===== config.mk =====
export PLATFORM = sky130hd
export DESIGN_NAME = chroma_dds
export DESIGN_NICKNAME = d
export VERILOG_FILES = /design/src/rtl/chroma_dds_pkg.sv /design/src/rtl/chroma_dds_pinfsm.sv /design/src/rtl/chroma_dds_acc.sv /design/src/rtl/chroma_dds_sine.sv /design/src/rtl/chroma_dds.sv
export SDC_FILE = /design/constraint.sdc
export NUM_CORES = 1
export LEC_CHECK = 0
export BUFFER_PORTS_ARGS = -buffer_cell sky130_fd_sc_hd__buf_2
export CAP_MARGIN = 10
export CORE_ASPECT_RATIO = 1.25
export CORE_UTILIZATION = 28
export CTS_CLUSTER_DIAMETER = 150
export DETAILED_ROUTE_END_ITERATION = 16
export PLACE_DENSITY_LB_ADDON = 0.25
export SETUP_SLACK_MARGIN = 0.5
export SLEW_MARGIN = 20
export SYNTH_ARGS = -nofsm -noshare
export SYNTH_HDL_FRONTEND = slang
export SYNTH_HIERARCHICAL = 1
export SYNTH_SLANG_ARGS = --single-unit

===== constraint.sdc =====
create_clock -name clk -period 7.55 [get_ports clk]
set_clock_uncertainty 0.2 [all_clocks]
set_input_delay 0 -clock clk [delete_from_list [all_inputs] [get_ports clk]]
set_output_delay 0 -clock clk [all_outputs]
set_load 0.05 [all_outputs]

===== src/rtl/chroma_dds_pkg.sv =====
`timescale 1ns/1ps
package chroma_dds_pkg;

    typedef enum logic [1:0] {
        PM_OFF_A   = 2'b00,
        PM_SCRESET = 2'b01,
        PM_RTC     = 2'b10,
        PM_OFF_B   = 2'b11
    } pin_mode_e;

    typedef enum logic [2:0] {
        PS_IDLE,
        PS_SR_WATCH,
        PS_SR_ARMED,
        PS_RTC_HUNT,
        PS_RTC_CELL_A,
        PS_RTC_CELL_B
    } pin_state_e;

endpackage


===== src/rtl/chroma_dds_pinfsm.sv =====
`timescale 1ns/1ps
module chroma_dds_pinfsm
    import chroma_dds_pkg::*;
#(
    parameter int RTC_W     = 22,
    parameter int FRAME_LEN = 67
) (
    input  logic             clk,
    input  logic             rst_n,
    input  logic [1:0]       pin_mode,
    input  logic             sc_pin,
    input  logic             field_start,
    input  logic             line_start,
    output logic             clr_phase,
    output logic [RTC_W-1:0] rtc_word
);
    localparam int CNT_W = $clog2(FRAME_LEN + 1);

    pin_state_e       state_q, state_d;
    logic             pin_d;
    logic             rise;
    logic             mode_sr, mode_rtc;
    logic [CNT_W-1:0] bit_cnt;
    logic [RTC_W-1:0] shreg, cap_q;
    logic             cap_vld;
    logic             last_cell, last_word_bit;

    assign rise          = sc_pin & ~pin_d;
    assign mode_sr       = (pin_mode_e'(pin_mode) == PM_SCRESET);
    assign mode_rtc      = (pin_mode_e'(pin_mode) == PM_RTC);
    assign last_cell     = (bit_cnt == CNT_W'(FRAME_LEN - 1));
    assign last_word_bit = (bit_cnt == CNT_W'(RTC_W - 1));

    // state register
    always_ff @(posedge clk) begin
        if (!rst_n) state_q <= PS_IDLE;
        else        state_q <= state_d;
    end

    // next state
    always_comb begin
        state_d = state_q;
        unique case (state_q)
            PS_IDLE: begin
                if (mode_sr)       state_d = PS_SR_WATCH;
                else if (mode_rtc) state_d = PS_RTC_HUNT;
            end
            PS_SR_WATCH: begin
                if (!mode_sr)  state_d = PS_IDLE;
                else if (rise) state_d = PS_SR_ARMED;
            end
            PS_SR_ARMED: begin
                if (!mode_sr)         state_d = PS_IDLE;
                else if (field_start) state_d = PS_SR_WATCH;
            end
            PS_RTC_HUNT: begin
                if (!mode_rtc) state_d = PS_IDLE;
                else if (rise) state_d = PS_RTC_CELL_A;
            end
            PS_RTC_CELL_A: begin
                if (!mode_rtc) state_d = PS_IDLE;
                else           state_d = PS_RTC_CELL_B;
            end
            PS_RTC_CELL_B: begin
                if (!mode_rtc)      state_d = PS_IDLE;
                else if (last_cell) state_d = PS_RTC_HUNT;
                else                state_d = PS_RTC_CELL_A;
            end
            default: state_d = PS_IDLE;
        endcase
    end

    // clear request: armed and the field begins
    assign clr_phase = (state_q == PS_SR_ARMED) && field_start && mode_sr;

    // outputs and datapath registers
    always_ff @(posedge clk) begin
        if (!rst_n) begin
            pin_d    <= 1'b0;
            bit_cnt  <= '0;
            shreg    <= '0;
            cap_q    <= '0;
            cap_vld  <= 1'b0;
            rtc_word <= '0;
        end else begin
            pin_d <= sc_pin;
            if (line_start && cap_vld && mode_rtc) begin
                rtc_word <= cap_q;
                cap_vld  <= 1'b0;
            end
            if (state_q == PS_RTC_CELL_B && mode_rtc) begin
                if (bit_cnt < CNT_W'(RTC_W)) shreg <= {sc_pin, shreg[RTC_W-1:1]};
                if (last_word_bit) begin
                    cap_q   <= {sc_pin, shreg[RTC_W-1:1]};
                    cap_vld <= 1'b1;
                end
                bit_cnt <= last_cell ? '0 : bit_cnt + 1'b1;
            end else if (state_q != PS_RTC_CELL_A) begin
                bit_cnt <= '0;
            end
        end
    end
endmodule


===== src/rtl/chroma_dds_acc.sv =====
`timescale 1ns/1ps
module chroma_dds_acc #(
    parameter int ACC_W = 32
) (
    input  logic             clk,
    input  logic             rst_n,
    input  logic             clr,
    input  logic [ACC_W-1:0] inc,
    output logic [ACC_W-1:0] phase
);
    always_ff @(posedge clk) begin
        if (!rst_n)   phase <= '0;
        else if (clr) phase <= '0;
        else          phase <= phase + inc;
    end
endmodule


===== src/rtl/chroma_dds_sine.sv =====
`timescale 1ns/1ps
module chroma_dds_sine #(
    parameter int IDX_W = 6,
    parameter int OUT_W = 10
) (
    input  logic [IDX_W+1:0]        ph,
    output logic signed [OUT_W-1:0] val
);
    localparam int N     = 1 << IDX_W;
    localparam int MAG_W = OUT_W - 1;
    localparam longint AMP = (64'sd1 <<< MAG_W) - 1;

    // odd polynomial for sin(pi/2 * x), coefficients in Q16, x in Q16
    function automatic int quarter_sine(input int i);
        longint x, x2, x3, x5, x7, acc;
        x   = (longint'(2 * i + 1) * 64'sd65536) / longint'(2 * N);
        x2  = (x * x) >>> 16;
        x3  = (x2 * x) >>> 16;
        x5  = (x3 * x2) >>> 16;
        x7  = (x5 * x2) >>> 16;
        acc = 64'sd102944 * x - 64'sd42334 * x3 + 64'sd5223 * x5 - 64'sd307 * x7;
        return int'((acc * AMP + (64'sd1 <<< 31)) >>> 32);
    endfunction

    logic [MAG_W-1:0] rom [N];

    for (genvar gi = 0; gi < N; gi++) begin : g_rom
        assign rom[gi] = MAG_W'(quarter_sine(gi));
    end

    logic [1:0]       quad;
    logic [IDX_W-1:0] idx, sel;
    logic [MAG_W-1:0] mag;

    assign quad = ph[IDX_W+1:IDX_W];
    assign idx  = ph[IDX_W-1:0];
    assign sel  = quad[0] ? ~idx : idx;
    assign mag  = rom[sel];
    assign val  = quad[1] ? -$signed({1'b0, mag}) : $signed({1'b0, mag});
endmodule


===== src/rtl/chroma_dds.sv =====
`timescale 1ns/1ps
module chroma_dds
    import chroma_dds_pkg::*;
#(
    parameter int ACC_W     = 32,
    parameter int REG_AW    = 3,
    parameter int IDX_W     = 6,
    parameter int OUT_W     = 10,
    parameter int RTC_W     = 22,
    parameter int FRAME_LEN = 67
) (
    input  logic                    clk,
    input  logic                    rst_n,
    input  logic                    reg_wr,
    input  logic [REG_AW-1:0]       reg_addr,
    input  logic [7:0]              reg_wdata,
    input  logic [1:0]              pin_mode,
    input  logic                    sc_pin,
    input  logic                    field_start,
    input  logic                    line_start,
    output logic [ACC_W-1:0]        phase_out,
    output logic signed [OUT_W-1:0] sin_out,
    output logic signed [OUT_W-1:0] cos_out
);
    localparam int NB       = ACC_W / 8;
    localparam int LUT_PH_W = IDX_W + 2;
    localparam int QUARTER  = 1 << IDX_W;

    logic [ACC_W-1:0] freq_q;
    logic [7:0]       ofs_q;
    logic [ACC_W-1:0] inc_sel;
    logic             clr_phase;
    logic [RTC_W-1:0] rtc_word;

    always_ff @(posedge clk) begin
        if (!rst_n) begin
            freq_q <= '0;
            ofs_q  <= '0;
        end else if (reg_wr) begin
            for (int b = 0; b < NB; b++) begin
                if (reg_addr == REG_AW'(b)) freq_q[b*8 +: 8] <= reg_wdata;
            end
            if (reg_addr == REG_AW'(NB)) ofs_q <= reg_wdata;
        end
    end

    chroma_dds_pinfsm #(.RTC_W(RTC_W), .FRAME_LEN(FRAME_LEN)) u_pin (
        .clk        (clk),
        .rst_n      (rst_n),
        .pin_mode   (pin_mode),
        .sc_pin     (sc_pin),
        .field_start(field_start),
        .line_start (line_start),
        .clr_phase  (clr_phase),
        .rtc_word   (rtc_word)
    );

    assign inc_sel = (pin_mode_e'(pin_mode) == PM_RTC)
                   ? {rtc_word, {(ACC_W - RTC_W){1'b0}}}
                   : freq_q;

    chroma_dds_acc #(.ACC_W(ACC_W)) u_acc (
        .clk  (clk),
        .rst_n(rst_n),
        .clr  (clr_phase),
        .inc  (inc_sel),
        .phase(phase_out)
    );

    logic [ACC_W-1:0]        rotated;
    logic [LUT_PH_W-1:0]     lut_ph  [2];
    logic signed [OUT_W-1:0] lut_val [2];

    assign rotated   = phase_out + {ofs_q, {(ACC_W - 8){1'b0}}};
    assign lut_ph[0] = rotated[ACC_W-1 -: LUT_PH_W];
    assign lut_ph[1] = rotated[ACC_W-1 -: LUT_PH_W] + LUT_PH_W'(QUARTER);

    for (genvar g = 0; g < 2; g++) begin : g_ch
        chroma_dds_sine #(.IDX_W(IDX_W), .OUT_W(OUT_W)) u_sine (
            .ph (lut_ph[g]),
            .val(lut_val[g])
        );
    end

    assign sin_out = lut_val[0];
    assign cos_out = lut_val[1];
endmodule


== Word-level counts from Yosys, hierarchy flattened ==
Memories as Yosys holds them, arrays and structs flattened.
Index checks and enable logic that the tools add are counted.

* Register bits: 150
* ROM bits: 1152
* Output and inout bits: 52
* Logic and storage cells: 93
* Memories kept: 2

* Add/sub/neg operators: 6
* $lt $le $gt $ge: 3
* Eq/ne operators: 18
* Mux-type cells: 27
* Bitwise operators: 7
* Reductions and logical operators: 17

{| class="wikitable"
|+ Memory list
! memory !! words !! bits a word !! read ports !! clocked after memory_dff !! write ports !! RTL line !! RTL
|-
| (no name shown) || 64 || 9 || 1 || 0 || 0 || chroma_dds_sine.sv:38 || <nowiki>assign mag = rom[sel];</nowiki>
|-
| (no name shown) || 64 || 9 || 1 || 0 || 0 || chroma_dds_sine.sv:38 ||
|}

{| class="wikitable"
|+ Operators with widths
! kind !! number
|-
| 32-bit adder || 2
|-
| 9-bit 2-to-1 mux || 4
|-
| 3-bit 2-to-1 mux || 11
|-
| 32-bit 2-to-1 mux || 1
|-
| 7-bit 2-to-1 mux || 3
|-
| 10-bit 2-to-1 mux || 2
|-
| 9-bit negation with 10-bit output || 2
|-
| 3-bit case mux with 6 select lines || 1
|-
| 7-bit greater-or-equal comparator (second input constant) || 2
|-
| 6-bit NOT with 7-bit output || 2
|-
| 2-bit AND reduction || 7
|-
| 3-bit by 2-bit equality test with 1-bit output (second input constant) || 4
|-
| 6-bit 2-to-1 mux || 2
|-
| 6-bit NOT || 2
|-
| 3-bit equality test (second input constant) || 3
|-
| 8-bit by 7-bit adder with 8-bit output (second input constant) || 1
|-
| 7-bit by 1-bit adder with 7-bit output (second input constant) || 1
|-
| 7-bit by 5-bit equality test with 1-bit output (second input constant) || 1
|-
| 7-bit equality test (second input constant) || 1
|-
| 7-bit by 5-bit less-than comparator with 1-bit output (second input constant) || 1
|-
| 3-bit by 1-bit equality test with 1-bit output (second input constant) || 2
|-
| 3-bit logical NOT || 2
|-
| 3-bit by 2-bit != test with 1-bit output (second input constant) || 2
|-
| 3-bit != test (second input constant) || 2
|-
| other kinds (10) || 17
|}

== Logic depth before layout (Yosys ltp) ==
* Depth in word-level cells: 10
* Gate-level depth with buffers: 26
* Depth with buffers taken out: 21

== By module ==
The synthesis kept the hierarchy.

{| class="wikitable"
|+ By module, submodules not included
! module !! instances !! cells each !! area each (um2)
|-
| chroma_dds_pinfsm || 1 || 333 || 3128.0
|-
| chroma_dds_acc || 1 || 337 || 2635.0
|-
| chroma_dds || 1 || 249 || 2190.9
|-
| chroma_dds_sine (g_ch[0].u_sine) || 1 || 294 || 1993.2
|-
| chroma_dds_sine (g_ch[1].u_sine) || 1 || 302 || 1915.6
|}

== Worst setup path after synthesis ==
OpenSTA, ideal clock, no wires.

* Path kind: reg-to-output
* From: reg u_acc.phase[24]
* To: out cos_out[4]
* Arrival time: 5.915 ns
* Data required time: 7.350 ns
* Setup slack: 1.435 ns
* Stages on the path, launching flop included: 25
* Path buffers: 4
* Path through: dfxtp_1 -> ha_1 -> inv_1 -> fa_1 -> nor2b_1 -> nor3_1 -> o21bai_1 -> a21oi_1 -> xor2_1 -> buf_2 -> buf_2 -> buf_2 -> xor2_1 -> inv_1 -> ha_1 -> clkbuf_1 -> or3_1 -> a21oi_1 -> o22ai_1 -> nand3_1 -> inv_1 -> ha_1 -> o21ai_0 -> o21ai_0 -> xnor2_1

{| class="wikitable"
|+ RTL lines
! what !! RTL line !! RTL
|-
| from (decl) || chroma_dds_acc.sv:9 || <nowiki>output logic [ACC_W-1:0] phase</nowiki>
|-
| from (signal assigned) || chroma_dds_acc.sv:14 || <nowiki>else phase <= phase + inc;</nowiki>
|-
| to (decl) || chroma_dds.sv:23 || <nowiki>output logic signed [OUT_W-1:0] cos_out</nowiki>
|}

==> summary.md <==
| Metric | Value |
|---|---|
| Status | `completed` |
| H-Tree Depth | `4` |
| Largest family of logic cells by synthesized area | `compound AO/OA/AOI/OAI gates` |
| Clk pin slew, worst setup/hold paths | `60 ps` |
| Placed Cells | `2,037` |
| Sequential Power Share | `between 10% and 20%` |
| Internal Dissipation | `about 0.0021 W` |
| Fraction of the mapped netlist area in simple logic gates | `~22%` |
| Initial antenna violation count | `0` |
| Mapped Nets | `between 1,500 and 2,000` |
| CTS tree | `yes` |
| Clock share of power | `a little over a fifth` |
| Comb power frac | `58.4%` |
| Synthesis-to-finish area growth | `12.4%` |
| Cell type of the slowest stage on the worst timing path | `a21oi_1` |
| Number of synthesized flops with an enable pin | `0` |
| Gate Count Post-Synth | `around 1,500` |
| Worst-Skew Late Latency | `between 400 and 500 ps` |
| Gr ovfl total | `0` |
| Synth Area in Compound Gates | `between 20% and 30%` |
| Hold Violations, Final | `0` |
| Worst-path maximum fanout | `46` |
| Leakage | `approximately 5.0 nW` |
| Critical path cell sequence | `ha_1 > inv_1 > fa_1 > nor2b_1 > nor3_1 > o21bai_1 > a21oi_1 > xnor2_2 > buf_4 > xor2_1 > inv_1 > ha_1 > nor3_1 > nor2_1 > o32a_1 > o32a_1 > ha_1 > nand2_1 > o21ai_0 > xnor2_1 > buf_2` |
| MaxCap Viol Count | `0` |
| Pin count of the biggest net entering global routing | `between 60 and 70` |
| Setup TNS | `0 ps` |
| # IOs | `71` |
| Hold WS | `28.4 ps` |
| Crit path top cell by count | `ha_1` |
| Worst stage delay on the critical path | `roughly 540 ps` |
| Period utilisation layout | `between 80% and 90%` |
| Filler instances | `4,407` |
| Via density | `approximately 5.4` |
| First-pass GRT wire length | `57,500 µm` |
| Switch share | `49.1%` |
| I/O Buffers | `70` |
| Total power | `slightly above 0.004 W` |
| Routed Antenna Nets | `0` |
| Initial Util | `between 20% and 30%` |
| Core box area | `41,400 µm²` |
| Required @ worst endpoint | `about 7400 ps` |
| Pins Over Slew Limit | `0` |
| PD cells | `just over 300 nW/µm²` |
| Share of cells above drive strength 1 | `a little under an eighth` |
| Vias in the first global route | `10,700` |
| Nets@finish | `approximately 1,600` |
| ANT cells | `0` |
| DRT Wirelength | `36,300 µm` |
| DP HPWL | `26,600 µm` |
| Post-Synth Adder-Cell Area | `between 7 and 8%` |
| Syn_area_per_cell | `slightly below 8 µm²` |
| Fmax | `about 160 MHz` |
| Multiplexer share of the synthesized area | `8.42%` |
| Final non-filler cell total | `approximately 2,100` |
| Iteration-0 DRC Markers | `about 570` |
| Die width | `around 190 µm` |
| Clock buffer depth | `2` |
| Setup CP Type | `register to primary output` |
| Fin crit period | `between 6000 and 7000 ps` |
| DRC viols | `0` |
| Routability cong. | `a little under 1` |
| Synth Area in XOR/XNOR | `between 4 and 5%` |
| Row count | `slightly above 80` |
| Post-synth top flop | `dfxtp_1` |
| Routed length per placed instance | `about 17 µm` |
| Worst-margin pin slew | `1010 ps` |
| Asr flop ratio synth | `0%` |
| Routed via count | `~11,000` |
| Max IR drop VDD | `roughly 0.00021 V` |
| Die height | `roughly 230 µm` |
| Die area | `approximately 43,000 µm²` |
| PostCTS Resize Cnt | `0` |
| Synth cell types | `107` |
| RSZ-0062 raised after global routing | `false` |
| Worst Hold Class | `input pin to register` |
| Critical path capture point type | `primary output` |
| CTS Buf Count | `17` |
| Slew HR | `32.6%` |
| Worst endpoint data arrival time | `between 6000 and 7000 ps` |
| Synth Register Bits | `between 100 and 150` |
| GRT Total Usage | `16.8%` |
| P_sw | `approximately 0.0020 W` |
| Clk root buf | `clkbuf_16` |
| # setup viols final | `0` |
| Router iterations before antenna repair | `7` |
| Critical Path Start Type | `register` |
| Post-Syn Area | `~12,000 µm²` |
| Register area share after synthesis | `around 25%` |
| Warnings, synthesis | `6` |
| TritonCTS Sinks | `around 150` |
worst max-delay path, delay by kind of cell, from the launching register on:
| kind | cells | cell delay, ps |
|---|---|---|
| compound gates | 5 | 1530 |
| xor+xnor | 3 | 810 |
| fa+ha+maj | 4 | 1080 |
| buf+inv | 4 | 1030 |
| flops | 1 | 330 |
| simple gates | 5 | 930 |
sequential cells by signal, indices dropped and copies added (netlist names):
register / flops
freq_q: 32
ofs_q: 8
u_acc/phase: 32
u_pin/bit_cnt: 7
u_pin/cap_q: 22
u_pin/cap_vld: 1
u_pin/pin_d: 1
u_pin/rtc_word: 22
u_pin/shreg: 21
u_pin/state_q: 3
worst paths after layout:
check                   from           endpoint  slack, ps  cells past startpoint
max          u_acc/phase[24]         sin_out[4]       1190                     21
min                   reg_wr           ofs_q[4]         30                      4
max reg2reg        freq_q[0]    u_acc/phase[30]       4560                      9
min reg2reg   u_pin/cap_q[4]  u_pin/rtc_word[4]        250                      2
power groups by stage:
stage	Sequential, W	Clock (W)	Combinational (W)
2_1_floorplan	0.000868	0	0.00184
5_1_grt	0.000831	0.000949	0.00259
3_3_place_gp	0.000845	0	0.00241
4_1_cts	0.000829	0.000921	0.00241
6_report	0.000828	0.000900	0.00242
3_5_place_dp	0.000847	0	0.00239
metrics by stage:
step | area, µm² | utilization [%] | worst slack (ps)
after floorplan | 11900 | - | 1440
after global placement | 12500 | 30.2 | 1850
after detailed placement | 12500 | 30.2 | 1670
after CTS | 13300 | 32.2 | 1190
after global routing | 13300 | 32.2 | 719
final | 13300 | 32.2 | 1190
Yosys cell counts (all sizes together), types with 8 or more instances:
cell	instances	area (µm²)
nand2	197	744
dfxtp	149	2980
nor2	132	505
a21oi	107	547
mux2i	69	691
ha	65	813
clkbuf	61	252
buf	55	359
o21ai	54	270
inv	49	184
nor2b	46	290
a21boi	37	278
xnor2	32	288
nand2b	29	189
mux2	27	308
a31oi	23	144
nand3	23	115
xor2	23	201
o22ai	22	138
nor3	21	105
a211oi	19	153
and2	17	106
nand4	17	106
a21o	15	113
o211ai	15	113
o21a	12	90.1
or2	12	77.6
a32oi	10	95.1
and3	10	62.6
a2bb2oi	9	85.1
nor3b	9	67.6
a41oi	8	85.1
o21bai	8	60.1
cells by family (layout without fill, tap and decap cells):
logic type | after synthesis | in the layout
and+or+nand+nor | 546 | 546
AOI/OAI and AO/OA | 434 | 434
buffers and inverters | 167 | 191
DFF | 149 | 149
muxes | 96 | 96
adders and majority gates | 67 | 67
xor gates and xnor gates | 56 | 56
layer usage:
layer  track usage (%)  part of all wire (%)  vias to the layer above
li1                  -                     -                     5483
met1              19.6                    41                     5287
met2              29.4                    50                      323
met3              2.20                   4.1                       95
met4              9.43                   4.5                        0
met5                 0                     0                        -
layout by cell type, fill, tap and decap left out, types with 22 or more instances in the layout:
master and n:
xor2_1 22, o22ai_1 22, buf_2 70, a21boi_1 33, inv_1 48, a21oi_1 104
o21ai_0 48, nor2_1 129, dlygate4sd3_1 23, mux2i_1 69, nand2_1 195, xnor2_1 28
nand3_1 23, a31oi_1 23, ha_1 65, nor2b_1 44, dfxtp_1 149, nand2b_1 28
what timing repair did:
item / CTS / global route
hold buffers: 23 / 0
setup endpoints to repair: 0 / 0
hold endpoints to repair: 47 / 0
setup buffers: 0 / 0
area by class of cell:
type,count,area [µm²],share of cell area (%)
Inverter,51,193,1.44
Sequential cell,149,2980,22.4
Timing Repair Buffer,109,701,5.25
Clock buffer,20,437,3.27
Multi-Input combinational cell,1199,8160,61.2
Tap cell,552,691,5.18
Clock inverter,11,175,1.31
Power figures use the tool's default switching activity.
